==> src/rtl/pwm10_pkg.sv <==
package pwm10_pkg;

    typedef enum logic [1:0] {
        ST_OFF  = 2'd0,
        ST_HIGH = 2'd1,
        ST_LOW  = 2'd2
    } pwm_state_t;

    // Last prescaler count value for each select code (divide minus one)
    function automatic logic [3:0] psc_last(input logic [1:0] sel);
        logic [3:0] r;
        unique case (sel)
            2'b00:   r = 4'd0;
            2'b01:   r = 4'd3;
            default: r = 4'd15;
        endcase
        return r;
    endfunction

endpackage

==> src/rtl/pwm10_prescaler.sv <==
module pwm10_prescaler #(
    parameter int PSC_W = 4
) (
    input  logic       clk,
    input  logic       rst_n,
    input  logic       en_i,
    input  logic [1:0] sel_i,
    output logic       tick_o
);
    import pwm10_pkg::*;

    logic [PSC_W-1:0] cnt_q;
    logic [PSC_W-1:0] last;

    assign last   = PSC_W'(psc_last(sel_i));
    assign tick_o = en_i && (cnt_q >= last);

    always_ff @(posedge clk or negedge rst_n) begin
        if (!rst_n) begin
            cnt_q <= '0;
        end else if (!en_i || tick_o) begin
            cnt_q <= '0;
        end else begin
            cnt_q <= cnt_q + 1'b1;
        end
    end
endmodule

==> src/rtl/pwm10_timebase.sv <==
module pwm10_timebase #(
    parameter int CNT_W  = 8,
    parameter int FINE_W = 2
) (
    input  logic                    clk,
    input  logic                    rst_n,
    input  logic                    run_i,
    input  logic                    tick_i,
    input  logic [CNT_W-1:0]        period_i,
    output logic [CNT_W+FINE_W-1:0] cnt_o,
    output logic [CNT_W+FINE_W-1:0] cnt_nxt_o,
    output logic                    wrap_o
);
    localparam int TB_W = CNT_W + FINE_W;

    logic [TB_W-1:0]   cnt_q;
    logic [FINE_W-1:0] fine;
    logic [CNT_W-1:0]  coarse;

    assign fine   = cnt_q[FINE_W-1:0];
    assign coarse = cnt_q[TB_W-1:FINE_W];

    // End of period: last fine step while the coarse part sits on the period value
    assign wrap_o    = tick_i && (&fine) && (coarse == period_i);
    // Incrementing the whole count carries fine wraps into the coarse part
    assign cnt_nxt_o = wrap_o ? '0 : cnt_q + 1'b1;
    assign cnt_o     = cnt_q;

    always_ff @(posedge clk or negedge rst_n) begin
        if (!rst_n) begin
            cnt_q <= '0;
        end else if (!run_i) begin
            cnt_q <= '0;
        end else if (tick_i) begin
            cnt_q <= cnt_nxt_o;
        end
    end
endmodule

==> src/rtl/pwm10_duty_buf.sv <==
module pwm10_duty_buf #(
    parameter int DUTY_W = 10
) (
    input  logic              clk,
    input  logic              rst_n,
    input  logic              wr_i,
    input  logic [DUTY_W-1:0] wr_data_i,
    input  logic              load_i,
    output logic [DUTY_W-1:0] staged_o,
    output logic [DUTY_W-1:0] active_o
);
    logic [DUTY_W-1:0] staged_q;
    logic [DUTY_W-1:0] active_q;

    always_ff @(posedge clk or negedge rst_n) begin
        if (!rst_n) begin
            staged_q <= '0;
            active_q <= '0;
        end else begin
            if (wr_i) begin
                staged_q <= wr_data_i;
            end
            // Load takes the value held before any same-cycle write
            if (load_i) begin
                active_q <= staged_q;
            end
        end
    end

    assign staged_o = staged_q;
    assign active_o = active_q;
endmodule

==> src/rtl/pwm10_gen.sv <==
module pwm10_gen #(
    parameter int CNT_W  = 8,
    parameter int FINE_W = 2,
    parameter int PSC_W  = 4
) (
    input  logic              clk,
    input  logic              rst_n,
    input  logic [3:0]        mode_i,
    input  logic [1:0]        presc_sel_i,
    input  logic [CNT_W-1:0]  period_i,
    input  logic              duty_wr_i,
    input  logic [CNT_W-1:0]  duty_hi_i,
    input  logic [FINE_W-1:0] duty_lo_i,
    output logic              pwm_o,
    output logic              match_o
);
    import pwm10_pkg::*;

    localparam int DUTY_W = CNT_W + FINE_W;

    pwm_state_t        state_q;
    pwm_state_t        state_d;
    logic              pwm_mode;
    logic              run;
    logic              tick;
    logic              wrap;
    logic              launch;
    logic              load;
    logic              staged_nz;
    logic              match_q;
    logic [DUTY_W-1:0] cnt;
    logic [DUTY_W-1:0] cnt_nxt;
    logic [DUTY_W-1:0] staged;
    logic [DUTY_W-1:0] active;

    assign pwm_mode  = (mode_i[3:2] == 2'b11);
    assign run       = (state_q != ST_OFF);
    assign launch    = pwm_mode && (state_q == ST_OFF);
    assign load      = launch || wrap;
    assign staged_nz = |staged;

    pwm10_prescaler #(.PSC_W(PSC_W)) u_psc (
        .clk    (clk),
        .rst_n  (rst_n),
        .en_i   (run),
        .sel_i  (presc_sel_i),
        .tick_o (tick)
    );

    pwm10_timebase #(.CNT_W(CNT_W), .FINE_W(FINE_W)) u_tb (
        .clk       (clk),
        .rst_n     (rst_n),
        .run_i     (run),
        .tick_i    (tick),
        .period_i  (period_i),
        .cnt_o     (cnt),
        .cnt_nxt_o (cnt_nxt),
        .wrap_o    (wrap)
    );

    pwm10_duty_buf #(.DUTY_W(DUTY_W)) u_duty (
        .clk       (clk),
        .rst_n     (rst_n),
        .wr_i      (duty_wr_i),
        .wr_data_i ({duty_hi_i, duty_lo_i}),
        .load_i    (load),
        .staged_o  (staged),
        .active_o  (active)
    );

    // Next-state logic: LAUNCH, DUTY_END, ROLLOVER, DISABLE
    always_comb begin
        state_d = state_q;
        if (!pwm_mode) begin
            state_d = ST_OFF;                                    // DISABLE
        end else begin
            unique case (state_q)
                ST_OFF:  state_d = staged_nz ? ST_HIGH : ST_LOW; // LAUNCH
                ST_HIGH: begin
                    if (wrap) begin
                        state_d = staged_nz ? ST_HIGH : ST_LOW;  // ROLLOVER
                    end else if (tick && (cnt_nxt == active)) begin
                        state_d = ST_LOW;                        // DUTY_END
                    end
                end
                ST_LOW: begin
                    if (wrap) begin
                        state_d = staged_nz ? ST_HIGH : ST_LOW;  // ROLLOVER
                    end
                end
                default: state_d = ST_OFF;
            endcase
        end
    end

    // State register
    always_ff @(posedge clk or negedge rst_n) begin
        if (!rst_n) begin
            state_q <= ST_OFF;
            match_q <= 1'b0;
        end else begin
            state_q <= state_d;
            match_q <= wrap;
        end
    end

    // Output decode
    always_comb begin
        pwm_o   = (state_q == ST_HIGH);
        match_o = match_q;
    end

    logic unused_cnt;
    assign unused_cnt = ^cnt;
endmodule

==> config.mk <==
export PLATFORM = sky130hd
export DESIGN_NAME = pwm10_gen
export DESIGN_NICKNAME = d
export VERILOG_FILES = /design/src/rtl/pwm10_pkg.sv /design/src/rtl/pwm10_prescaler.sv /design/src/rtl/pwm10_timebase.sv /design/src/rtl/pwm10_duty_buf.sv /design/src/rtl/pwm10_gen.sv
export SDC_FILE = /design/constraint.sdc
export NUM_CORES = 1
export LEC_CHECK = 0
export BUFFER_PORTS_ARGS = -buffer_cell sky130_fd_sc_hd__clkbuf_2
export CAP_MARGIN = 20
export CORE_ASPECT_RATIO = 1.1
export CORE_MARGIN = 3
export CORE_UTILIZATION = 35
export CTS_BUF_LIST = sky130_fd_sc_hd__clkbuf_4 sky130_fd_sc_hd__clkbuf_8 sky130_fd_sc_hd__clkbuf_16
export DETAILED_ROUTE_END_ITERATION = 6
export HOLD_SLACK_MARGIN = 0.03
export MAX_ROUTING_LAYER = met4
export PLACE_DENSITY_LB_ADDON = 0.08
export RECOVER_POWER = 50
export SETUP_SLACK_MARGIN = 0.05
export SYNTH_ARGS = -nofsm -noshare
export SYNTH_HDL_FRONTEND = slang
export SYNTH_HIERARCHICAL = 1
export SYNTH_SLANG_ARGS = --single-unit
==> constraint.sdc <==
create_clock -name clk -period 2.85 [get_ports clk]
set_input_delay 0.57 -clock clk [delete_from_list [all_inputs] [get_ports clk]]
set_output_delay 0.57 -clock clk [all_outputs]
set_load 0.02 [all_outputs]
==> run summary <==
The run finished, with violations left. In this run the worst hold path is classified as in2reg. For the number of global-route vias before repair, the log shows 1568.

The area growth from synthesis to layout is 19.2%. The mean cell area of the mapped netlist was 11.0 sq um. TritonCTS built the clock tree. The share of cells above drive strength 1 works out to 0.310.

The commonest cells after synthesis are 37 x sky130_fd_sc_hd__dfrtp_1, 20 x sky130_fd_sc_hd__mux2_4, 17 x sky130_fd_sc_hd__nor2_1. The boundary pin count was 29; the measured slew at the worst slew-check pin was 1.98 ns. In this run the tool buffered the top-level ports with 26 buffer cells. The synthesized design contains 0 enable-type register cells. The die covers 7510 sq um. Among all cell types in the netlist, the one instantiated most often is sky130_fd_sc_hd__dfrtp_1. STA classifies the critical path endpoint as a flip-flop.

The run gives 0.365 as the effective utilization at floorplan. TritonCTS buffer count: 5. The tools report the number of nets with antenna violations after detailed routing as 0.

The run gives 2720 sq um as the area of all placed cells without fillers. The minimum clock period after layout is 2.77 ns. The most used flip-flop cell after synthesis is sky130_fd_sc_hd__dfrtp_1. After synthesis the cells add up to 2280 sq um. The total number of vias was 1548. The run gives 0 as the total count of hold-check failures in the final report.

In this run the power density over the cells is 514 nW/um^2. 0 antenna diodes ended up in the layout. Between clock sinks in the finished design, the worst skew comes to 0.0109 ns. For the worst-skew pair, the clock arrives at the later sink with an insertion delay of 0.29 ns. STA classifies the critical path startpoint as an input port. The logs give -0.317 for the relative max-transition margin and 38 for the pin count of the biggest net entering global routing. The share of synthesized area occupied by flip-flops and latches is 0.407, and the cell count after synthesis is 207. The final setup TNS is 0 ns, and the net count of the mapped netlist is 240.

Measured along the x axis, the die boundary spans 82.9 um. The static leakage is 1.21 nW, and the number of optimization iterations in the first detailed-route pass is 4. The final reports fail on max-capacitance violations, max-slew violations. The distinct cell type count of the synthesized netlist was 44. Global placer's final weighted congestion: 0.728. For the worst setup path, the data arrival time is 2.94 ns. The final period utilization was 0.971; the maximum clock path buffer count was 2. The placed instances occupy a cell area of 2580 sq um.

Once routing completed, OpenROAD measured the worst setup slack at 0.0836 ns. The max-capacitance violation count came out at 1. The required time of the worst setup path came out at 3.02 ns. The height of the die is 90.6 um, and the post-synthesis async set-or-reset flop share is 1.00. The max-slew violation count is 38, and the top fanout value on the critical path is 9. The number of placed instances, taps included, is 313. The final core utilization was 0.436; the flop-to-flop setup slack was 0.19 ns. The number of standard cells in the final layout excluding fillers came out at 322. The area share of the leading cell type in the synthesized netlist is 0.407. The tools report the detailed router's first-iteration violation count as 58.

Ranked by total cell area, the synthesized netlist is headed by sky130_fd_sc_hd__dfrtp_1 41%, sky130_fd_sc_hd__mux2_4 13%, sky130_fd_sc_hd__xor2_1 5.8%, sky130_fd_sc_hd__xnor2_1 4.2%, sky130_fd_sc_hd__ha_1 3.3%. The logs give 274 for the net count reported at finish and 3160 um for the half-perimeter wire length of the detailed placement result. The tree built by TritonCTS fans out to 37 sinks. The logs give 0 for the count of endpoints failing setup in the final report and 0 for the global route total overflow. Across all hold checks on the routed design, the worst slack comes to 0.501 ns. Maximum vdd drop: 276 uV. After detailed routing, the number of remaining DRC violations is 0. The initialized floorplan defines 30 standard-cell rows.

For this block, the routed nets add up to 4370 um of wire. After synthesis the netlist holds a flip-flop and latch count of 37. The standard cell core area came out at 6230 sq um. The clock input transition at the sequential cells of the worst setup and hold paths was 0.07 ns.

Setup repair after global routing could not meet its margin everywhere. The design draws 1.40 mW. H-tree depth reported by CTS: 2.

The wire length of the first global-routing pass was 7490 um. Derived from the worst setup path, the maximum achievable clock frequency is 361 MHz. The tools report the overall global routing resource usage as 0.126. The pre-CTS worst setup slack was -0.237 ns.

Type of the setup path with the least slack: in2reg. The average routed wire per standard cell came out at 13.6 um. The root buffer cell chosen for the clock tree is sky130_fd_sc_hd__clkbuf_8. In the routed layout, each cell is associated on average with a via count of 4.81. sky130_fd_sc_hd__dfrtp_1 takes more of the synthesized area than any other cell.

The count of synthesis-stage warnings from yosys is 6, and the initial antenna violation count is 0.
==> sequential cells by signal, indices dropped and copies added, names as in the netlist <==
register	flops
u_duty/active_o	10
u_duty/staged_o	10
state_q	2
match_o	1
u_tb/cnt_o	10
u_psc/cnt_q	4
==> path summary, 6_finish.rpt <==
path / startpoint / endpoint / depth (start not counted)
hold / removal: duty_hi_i[4] / u_duty/staged_o[6] / 2
hold reg to reg: u_psc/cnt_q[0] / u_psc/cnt_q[0] / 1
min in group asynchronous: rst_n / u_tb/cnt_o[8] / 1
setup reg to reg: u_psc/cnt_q[1] / state_q[0] / 13
max in group asynchronous: rst_n / u_duty/staged_o[3] / 1
setup / recovery: presc_sel_i[1] / state_q[0] / 16
==> critical path: stages <==
cell and delay, ns:
sky130_fd_sc_hd__clkbuf_2 0.09, sky130_fd_sc_hd__or2_4 0.24, sky130_fd_sc_hd__inv_2 0.07, sky130_fd_sc_hd__ha_4 0.12
sky130_fd_sc_hd__o211ai_1 0.12, sky130_fd_sc_hd__o21ai_1 0.17, sky130_fd_sc_hd__and2_4 0.18, sky130_fd_sc_hd__nand2_4 0.06
sky130_fd_sc_hd__nor4_4 0.20, sky130_fd_sc_hd__buf_12 0.17, sky130_fd_sc_hd__buf_12 0.11, sky130_fd_sc_hd__nor2_2 0.04
sky130_fd_sc_hd__xor2_1 0.14, sky130_fd_sc_hd__nor4_2 0.30, sky130_fd_sc_hd__a311oi_1 0.14, sky130_fd_sc_hd__a41o_1 0.22
==> final cells by class <==
cell class                 count  area (sq um)
multi-input combinational    154          1270
clock inverter                 3          65.1
fill                         628          3520
tap                           80           100
sequential                    37           926
clock buffer                   5          68.8
timing repair buffer          38           264
inverter                       5          18.8
==> cell usage in the layout, fill, tap and decap left out, drive strengths merged, types with 3 or more instances in the layout <==
cell type and count:
buf 11, nand2b 3, nor4 6, nand2 7, nand3 9, ha 6
a21oi 9, nor2b 7, xor2 15, nor2 19, clkbuf 32, xnor2 11
mux2 20, o21ai 4, o21a 5, inv 5, and3 3, nand4 5
dfrtp 37
==> cells by family (layout without fill, tap and decap cells) <==
| logic type | count (synthesis) | count (layout) | share of synthesized area |
|---|---|---|---|
| AND/OR/NAND/NOR | 75 | 75 | 0.199 |
| flip-flops | 37 | 37 | 0.407 |
| AO/OA/AOI/OAI | 26 | 26 | 0.0791 |
| XOR/XNOR | 26 | 26 | 0.100 |
| multiplexers | 21 | 21 | 0.136 |
| buffers and inverters | 16 | 51 | 0.0456 |
| adder cells (fa/ha/maj) | 6 | 6 | 0.0330 |
==> layer usage <==
metal / up-vias / GRT usage / wire length (um)
met2: 25 / 0.197 / 2030
met1: 727 / 0.162 / 2140
met4: 0 / 0.0368 / 37
li1: 791 / - / -
met3: 5 / 0.0310 / 164
met5: - / - / 0
==> what timing repair did <==
action / 4_1_cts / 5_1_grt
gates resized for setup: 0 / 4
setup buffers: 0 / 0
cloned: 0 / 1
hold buffers: 0 / 0
endpoints found under the setup margin: 1 / 12
==> report_power, final <==
part | switching [mW] | internal (mW) | total (mW)
clock network | 0.194 | 0.348 | 0.542
logic | 0.0906 | 0.135 | 0.225
registers | 0.0461 | 0.582 | 0.629
total | 0.330 | 1.06 | 1.40
(Power assumes the default switching activity.)
